$ cat config.mk
export PLATFORM = sky130hd
export DESIGN_NAME = hold_pwm_ctrl
export DESIGN_NICKNAME = d
export VERILOG_FILES = /design/src/rtl/hpc_pkg.sv /design/src/rtl/hpc_sync.sv /design/src/rtl/hpc_timebase.sv /design/src/rtl/hpc_phase.sv /design/src/rtl/hpc_guard.sv /design/src/rtl/hold_pwm_ctrl.sv
export SDC_FILE = /design/constraint.sdc
export NUM_CORES = 1
export LEC_CHECK = 0
export BUFFER_PORTS_ARGS = -buffer_cell sky130_fd_sc_hd__buf_2
export CORE_ASPECT_RATIO = 1.4
export CORE_UTILIZATION = 60
export CTS_CLUSTER_DIAMETER = 30
export CTS_CLUSTER_SIZE = 40
export DETAILED_ROUTE_END_ITERATION = 6
export PLACE_DENSITY_LB_ADDON = 0.12
export SYNTH_ARGS = -nofsm -noshare
export SYNTH_HDL_FRONTEND = slang
export SYNTH_HIERARCHICAL = 1
export SYNTH_SLANG_ARGS = --single-unit
$ cat constraint.sdc
create_clock -name clk -period 8 [get_ports clk]
set_clock_uncertainty 0.05 [all_clocks]
set_input_delay 1.6 -clock clk [delete_from_list [all_inputs] [get_ports clk]]
set_output_delay 1.6 -clock clk [all_outputs]
set_load 0.005 [all_outputs]
$ cat src/rtl/hpc_pkg.sv
package hpc_pkg;

    localparam int DUTY_W  = 8;
    localparam int DUTY_LO = 26;
    localparam int DUTY_HI = 230;

    typedef enum logic [1:0] {
        PH_IDLE = 2'd0,
        PH_PULL = 2'd1,
        PH_HOLD = 2'd2
    } phase_t;

    typedef struct packed {
        logic en;
        logic oc;
        logic ot;
        logic cool;
        logic sync;
        logic mst;
    } ctl_t;

    localparam int CTL_W = $bits(ctl_t);

    function automatic logic [DUTY_W-1:0] clamp_duty(input logic [DUTY_W-1:0] d);
        if (d < DUTY_W'(DUTY_LO))      return DUTY_W'(DUTY_LO);
        else if (d > DUTY_W'(DUTY_HI)) return DUTY_W'(DUTY_HI);
        else                           return d;
    endfunction

endpackage

$ cat src/rtl/hpc_sync.sv
module hpc_sync #(
    parameter int W = 1
) (
    input  logic         clk,
    input  logic         rst,
    input  logic [W-1:0] d_i,
    output logic [W-1:0] q_o
);
    logic [W-1:0] meta_q;
    logic [W-1:0] stab_q;

    always_ff @(posedge clk) begin
        if (rst) begin
            meta_q <= '0;
            stab_q <= '0;
        end else begin
            meta_q <= d_i;
            stab_q <= meta_q;
        end
    end

    assign q_o = stab_q;
endmodule

$ cat src/rtl/hpc_timebase.sv
module hpc_timebase
    import hpc_pkg::*;
#(
    parameter int PER_W    = 8,
    parameter int PULL_W   = 10,
    parameter int PER_RST  = 16,
    parameter int DUTY_RST = 128
) (
    input  logic              clk,
    input  logic              rst,
    input  logic [PER_W-1:0]  period_i,
    input  logic [DUTY_W-1:0] duty_i,
    input  logic [PULL_W-1:0] pull_i,
    output logic              wrap_o,
    output logic              pwm_on_o,
    output logic [PULL_W-1:0] pull_q_o
);
    localparam int PROD_W = PER_W + DUTY_W;

    logic [PER_W-1:0]  cnt_q;
    logic [PER_W-1:0]  per_q;
    logic [DUTY_W-1:0] duty_q;
    logic [PULL_W-1:0] pull_q;
    logic [PER_W-1:0]  per_fix;
    logic [PROD_W-1:0] prod;
    logic [PER_W-1:0]  on_len;

    assign per_fix = (period_i < PER_W'(2)) ? PER_W'(2) : period_i;
    assign wrap_o  = (cnt_q == per_q - PER_W'(1));
    assign prod    = {{DUTY_W{1'b0}}, per_q} * {{PER_W{1'b0}}, duty_q};
    assign on_len  = prod[PROD_W-1:DUTY_W];
    assign pwm_on_o = (cnt_q < on_len);
    assign pull_q_o = pull_q;

    always_ff @(posedge clk) begin
        if (rst) begin
            cnt_q  <= '0;
            per_q  <= PER_W'(PER_RST);
            duty_q <= DUTY_W'(DUTY_RST);
            pull_q <= '0;
        end else if (wrap_o) begin
            cnt_q  <= '0;
            per_q  <= per_fix;
            duty_q <= clamp_duty(duty_i);
            pull_q <= pull_i;
        end else begin
            cnt_q  <= cnt_q + PER_W'(1);
        end
    end
endmodule

$ cat src/rtl/hpc_phase.sv
module hpc_phase
    import hpc_pkg::*;
#(
    parameter int PULL_W = 10
) (
    input  logic              clk,
    input  logic              rst,
    input  logic              en_s,
    input  logic [PULL_W-1:0] pull_q,
    output phase_t            phase_o
);
    phase_t            ph_q;
    logic [PULL_W-1:0] left_q;
    logic              endless_q;

    always_ff @(posedge clk) begin
        if (rst) begin
            ph_q      <= PH_IDLE;
            left_q    <= '0;
            endless_q <= 1'b0;
        end else if (!en_s) begin
            ph_q      <= PH_IDLE;
        end else begin
            case (ph_q)
                PH_IDLE: begin
                    ph_q      <= PH_PULL;
                    left_q    <= pull_q;
                    endless_q <= (pull_q == '1);
                end
                PH_PULL: begin
                    if (!endless_q) begin
                        if (left_q == '0) ph_q <= PH_HOLD;
                        else              left_q <= left_q - PULL_W'(1);
                    end
                end
                default: ph_q <= PH_HOLD;
            endcase
        end
    end

    assign phase_o = ph_q;
endmodule

$ cat src/rtl/hpc_guard.sv
module hpc_guard (
    input  logic clk,
    input  logic rst,
    input  logic oc_s,
    input  logic ot_s,
    input  logic cool_s,
    input  logic wrap,
    output logic therm_o,
    output logic ocb_o
);
    always_ff @(posedge clk) begin
        if (rst) begin
            therm_o <= 1'b0;
            ocb_o   <= 1'b0;
        end else begin
            if (ot_s)        therm_o <= 1'b1;
            else if (cool_s) therm_o <= 1'b0;
            if (oc_s)        ocb_o   <= 1'b1;
            else if (wrap)   ocb_o   <= 1'b0;
        end
    end
endmodule

$ cat src/rtl/hold_pwm_ctrl.sv
module hold_pwm_ctrl
    import hpc_pkg::*;
#(
    parameter int PER_W  = 8,
    parameter int PULL_W = 10
) (
    input  logic              clk,
    input  logic              rst,
    input  logic              en_i,
    input  logic              oc_i,
    input  logic              ot_i,
    input  logic              cool_i,
    input  logic              master_i,
    input  logic              sync_i,
    input  logic [PER_W-1:0]  period_i,
    input  logic [DUTY_W-1:0] duty_i,
    input  logic [PULL_W-1:0] pull_i,
    output logic              gate_o,
    output logic              sync_o,
    output logic              flag_n_o
);
    ctl_t              ctl_raw;
    ctl_t              ctl_s;
    logic [CTL_W-1:0]  ctl_vec;
    logic              en_s, oc_s, ot_s, cool_s, sy_s, mst_s;
    logic              wrap, pwm_on, therm_q, ocb_q, req;
    logic [PULL_W-1:0] pull_q;
    phase_t            phase;

    assign ctl_raw.en   = en_i;
    assign ctl_raw.oc   = oc_i;
    assign ctl_raw.ot   = ot_i;
    assign ctl_raw.cool = cool_i;
    assign ctl_raw.sync = sync_i;
    assign ctl_raw.mst  = master_i;

    hpc_sync #(.W(CTL_W)) sync_u (
        .clk(clk), .rst(rst), .d_i(ctl_raw), .q_o(ctl_vec)
    );

    assign ctl_s  = ctl_t'(ctl_vec);
    assign en_s   = ctl_s.en;
    assign oc_s   = ctl_s.oc;
    assign ot_s   = ctl_s.ot;
    assign cool_s = ctl_s.cool;
    assign sy_s   = ctl_s.sync;
    assign mst_s  = ctl_s.mst;

    hpc_timebase #(.PER_W(PER_W), .PULL_W(PULL_W)) tb_u (
        .clk(clk), .rst(rst), .period_i(period_i), .duty_i(duty_i),
        .pull_i(pull_i), .wrap_o(wrap), .pwm_on_o(pwm_on), .pull_q_o(pull_q)
    );

    hpc_phase #(.PULL_W(PULL_W)) ph_u (
        .clk(clk), .rst(rst), .en_s(en_s), .pull_q(pull_q), .phase_o(phase)
    );

    hpc_guard guard_u (
        .clk(clk), .rst(rst), .oc_s(oc_s), .ot_s(ot_s), .cool_s(cool_s),
        .wrap(wrap), .therm_o(therm_q), .ocb_o(ocb_q)
    );

    // On-request: local pull-in/PWM in master mode, sync pin in slave mode
    assign req      = en_s && (mst_s ? ((phase != PH_HOLD) || pwm_on) : sy_s);
    assign gate_o   = req && !therm_q && !ocb_q && !oc_s;
    assign sync_o   = mst_s && req;
    assign flag_n_o = !(therm_q || ocb_q || oc_s);
endmodule

==> flow_metrics.tcl <==
set metrics [dict create \
    fp.dieH_um 112 \
    grt.total_usage_pct 28.1 \
    first_global_vias 4362 \
    timing.setup.critical_path_class "flop to output port" \
    hpwlAfterDp_um 8900 \
    design.die.area_um2 9080 \
    timing.final.max_slew_violations 0 \
    worst-r2r-setup-slack_ns 5.16 \
    worst_pin_slew_ns 1.00 \
    ys_types 69 \
    final_min_period_over_clock_period_pct 95.4 \
    tns_ns 0 \
    worst_setup_hold_path_clk_slew_ns 0.05 \
    cts_inserted_buffers 9 \
    synth_cells 577 \
    worstSetupStartpoint "tb_u/per_q[2]" \
    clockBufferDepth 2 \
    design.final.nets 712 \
    timing.max_cap.violations 0 \
    floorplan.die.width_um 80.8 \
    worstHoldEndpoint "guard_u/therm_o" \
    crit_path_start_kind "flop" \
    grt_remaining_overflow 0 \
    cp.arrival_ns 5.98 \
    critPathCaptureType "output port" \
    grt_start_max_net_pins 61 \
    reg2reg_to "tb_u/duty_q[4]" \
    cellInternalPower_uw 569 \
    worst_slew_margin_rel_pct 33.3 \
    post-route-util_pct 68.5 \
    drt_first_pass_iters 5 \
    worstRegToRegCells 8 \
    crit_required_ns 6.35 \
    sink_count_of_the_clock_tree 61 \
    yosys_register_bits 61 \
    floorplan.initialDensity_pct 62.9 \
    ctsHtreeMaxLevel 3 \
    portBuffers 36 \
    finalHoldViolCount 0 \
    regToRegStartpoint "tb_u/per_q[0]" \
    pwr-share-comb_pct 6.4 \
    grt_antenna_before_repair 0 \
    hold_path_depth 2 \
    power_frac_seq_pct 43.4 \
    hold_path_startpoint "sync_u/q_o[3]" \
    global_route_wire_length_before_repair_um 20000 \
    syn-mean-instance-area_um2 9.04 \
    postSynth.topFlopCell "sky130_fd_sc_hd__dfxtp_1" \
    clock_latency_ns 0.33 \
    setup_violations 0 \
    syn_area_um2 5220 \
    class_of_the_tightest_hold_or_removal_check "flop to flop" \
    avgRoutedWirePerCell_um 16.8 \
    synth.yosys.seq_area_share_pct 23.4 \
    ir_drop_worst_case_vdd_mv 0.195 \
    num_io_pins 37 \
    outcome "finished, final reports clean" \
    core_area_um2 8300 \
    post_drt_via_cell_ratio 5.98 \
    first_iteration_detailed_routing_drc_count 243 \
    cell_at_the_root_of_the_clock_tree "sky130_fd_sc_hd__clkbuf_16" \
    antennaDiodeCount 0 \
    power_leakage_uw 0.00249 \
    synth-async-reset-ratio_pct 0 \
    yosys_warnings 6 \
    gp_routability_congestion 0.878 \
    clock_power_share_pct 50.2 \
    cp_max_fo 14 \
    grt_setup_unrepaired "no" \
    max_clock_freq_mhz 131 \
    layout-drive-gt1-share_pct 17.6 \
    power_per_cell_area_nw_per_um2 128 \
    drc_errors 0 \
    final_antenna_net_count 0 \
    synth_enable_flop_cells 0 \
    detailroute.via_count 4217 \
    p_switching_uw 156 \
    area_overhead_of_the_layout_relative_to_synthesis_pct 8.92 \
    floorplan.rows 39 \
    cts_tree "built" \
    cts_hold_buffers 0 \
    finalWirelength_um 11900 \
    period_minus_slack_ns 7.63 \
    syn-num-nets 689 \
    power.share.switching_pct 21.5 \
]
## logic make-up (layout without fill, tap and decap cells)
group	after synthesis	after routing	share of synthesized area, %
compound gates	118	118	15.2
buf+inv	84	110	7.46
flops	61	61	23.4
xor+xnor	27	27	4.89
simple gates	209	209	25.3
fa+ha+maj	78	78	23.7
## power by group through the flow
stage               clock (uW)  combinational, uW  sequential [uW]
detailed placement           0               45.4              321
floorplan                    0               30.1              319
CTS                        368               46.0              315
global placement             0               43.7              320
finish                     364               46.5              315
global route               380               51.0              315
## flip-flops by register name, indices dropped and copies added (netlist names)
register         count
ph_u/left_q         10
tb_u/pull_q_o       10
tb_u/cnt_q           8
tb_u/duty_q          8
tb_u/per_q           8
sync_u/meta_q        6
sync_u/q_o           6
ph_u/phase_o         2
guard_u/ocb_o        1
guard_u/therm_o      1
ph_u/endless_q       1
## layout by cell type, fill, tap and decap left out, drive strengths merged, types with 3 or more instances in the layout
cell,n
nor4b,3
nor2b,12
o32ai,6
o21ai,32
nand3,34
ha,43
and3,7
a21o,5
nor4,5
nand2b,4
o31ai,4
or4,4
xor2,10
nor3b,9
a21oi,39
dfxtp,61
o2111ai,3
buf,42
nand2,26
o31a,3
inv,53
fa,35
nor3,22
a211oi,7
and2,53
xnor2,17
nor2,18
clkbuf,13
## worst max-delay path, cell delays in order, from the launching register on
cell,delay [ns]
sky130_fd_sc_hd__dfxtp_2,0.49
sky130_fd_sc_hd__and2_1,0.20
sky130_fd_sc_hd__fa_1,0.45
sky130_fd_sc_hd__fa_1,0.53
sky130_fd_sc_hd__fa_1,0.55
sky130_fd_sc_hd__inv_1,0.06
sky130_fd_sc_hd__fa_1,0.53
sky130_fd_sc_hd__inv_1,0.04
sky130_fd_sc_hd__ha_1,0.32
sky130_fd_sc_hd__a21oi_1,0.17
sky130_fd_sc_hd__o21ba_2,0.14
sky130_fd_sc_hd__o31ai_1,0.08
sky130_fd_sc_hd__buf_4,0.17
sky130_fd_sc_hd__and2_1,0.16
sky130_fd_sc_hd__a211o_1,0.30
sky130_fd_sc_hd__xnor2_1,0.13
sky130_fd_sc_hd__ha_1,0.29
sky130_fd_sc_hd__a21o_1,0.18
sky130_fd_sc_hd__a21oi_1,0.13
sky130_fd_sc_hd__o31a_1,0.20
sky130_fd_sc_hd__and4bb_1,0.24
sky130_fd_sc_hd__nor3b_2,0.16
sky130_fd_sc_hd__buf_2,0.13
## area by class of cell
cell class	count	area, um^2
clock buffers	13	280
clock inverters	1	5.00
fillers	703	2610
inverters	54	203
multi-input cells	432	3610
flip-flops and latches	61	1230
well taps	102	128
repair buffers	42	225
## per-layer routing
layer / vias up / track usage (%) / part of all wire, %
met5: - / 0 / 0
met4: 0 / 9.29 / 1.6
met3: 15 / 3.58 / 3.0
met2: 93 / 52.5 / 55
met1: 2073 / 32.0 / 40
li1: 2036 / - / -
## repair_timing
action,in CTS,in global routing
resized for setup,0,8
buffers inserted,0,0
setup endpoints to repair,0,1
## cells in the mapped netlist (3+ instances only)
| library cell | number | area [um^2] |
|---|---|---|
| sky130_fd_sc_hd__nand3_1 | 34 | 170 |
| sky130_fd_sc_hd__o31a_1 | 3 | 26.3 |
| sky130_fd_sc_hd__a21oi_1 | 39 | 195 |
| sky130_fd_sc_hd__inv_1 | 53 | 199 |
| sky130_fd_sc_hd__a21o_1 | 5 | 37.5 |
| sky130_fd_sc_hd__or4_1 | 4 | 30.0 |
| sky130_fd_sc_hd__ha_1 | 43 | 538 |
| sky130_fd_sc_hd__o21ai_0 | 13 | 65.1 |
| sky130_fd_sc_hd__fa_1 | 35 | 701 |
| sky130_fd_sc_hd__o31ai_1 | 3 | 22.5 |
| sky130_fd_sc_hd__buf_2 | 9 | 45.0 |
| sky130_fd_sc_hd__clkbuf_1 | 10 | 37.5 |
| sky130_fd_sc_hd__buf_6 | 7 | 78.8 |
| sky130_fd_sc_hd__dfxtp_1 | 61 | 1220 |
| sky130_fd_sc_hd__xor2_1 | 9 | 78.8 |
| sky130_fd_sc_hd__a211oi_1 | 4 | 30.0 |
| sky130_fd_sc_hd__nor3b_1 | 4 | 30.0 |
| sky130_fd_sc_hd__nand2b_1 | 4 | 25.0 |
| sky130_fd_sc_hd__o32ai_1 | 6 | 52.6 |
| sky130_fd_sc_hd__nor3_1 | 14 | 70.1 |
| sky130_fd_sc_hd__nor2b_2 | 8 | 70.1 |
| sky130_fd_sc_hd__and2_1 | 53 | 332 |
| sky130_fd_sc_hd__nor2_1 | 17 | 63.8 |
| sky130_fd_sc_hd__o2111ai_1 | 3 | 26.3 |
| sky130_fd_sc_hd__nor3_2 | 8 | 80.1 |
| sky130_fd_sc_hd__nand2_1 | 26 | 97.6 |
| sky130_fd_sc_hd__o21ai_1 | 17 | 85.1 |
| sky130_fd_sc_hd__and3_1 | 7 | 43.8 |
| sky130_fd_sc_hd__xnor2_1 | 17 | 149 |
| sky130_fd_sc_hd__nor4_1 | 4 | 25.0 |
| sky130_fd_sc_hd__nor3b_2 | 5 | 62.6 |
## through the flow
stage	instance area, um^2	hold slack (ns)	power, uW	cells	worst slack [ns]
final	5680	0.378	725	705	0.368
after global routing	5680	0.399	746	705	0.0100
after CTS	5670	0.383	729	705	0.171
after detailed placement	5380	0.372	366	691	0.529
after global placement	5380	0.362	364	691	0.589
after floorplan	5220	0.355	349	577	0.997
## how the worst max path moves through the flow
| stage | to | slack (ns) |
|---|---|---|
| global placement | gate_o | 0.59 |
| CTS | gate_o | 0.17 |
| floorplan | gate_o | 1.0 |
| detailed placement | gate_o | 0.53 |
| finish | gate_o | 0.37 |
| global route | gate_o | 0.01 |
(Power assumes the default switching activity.)
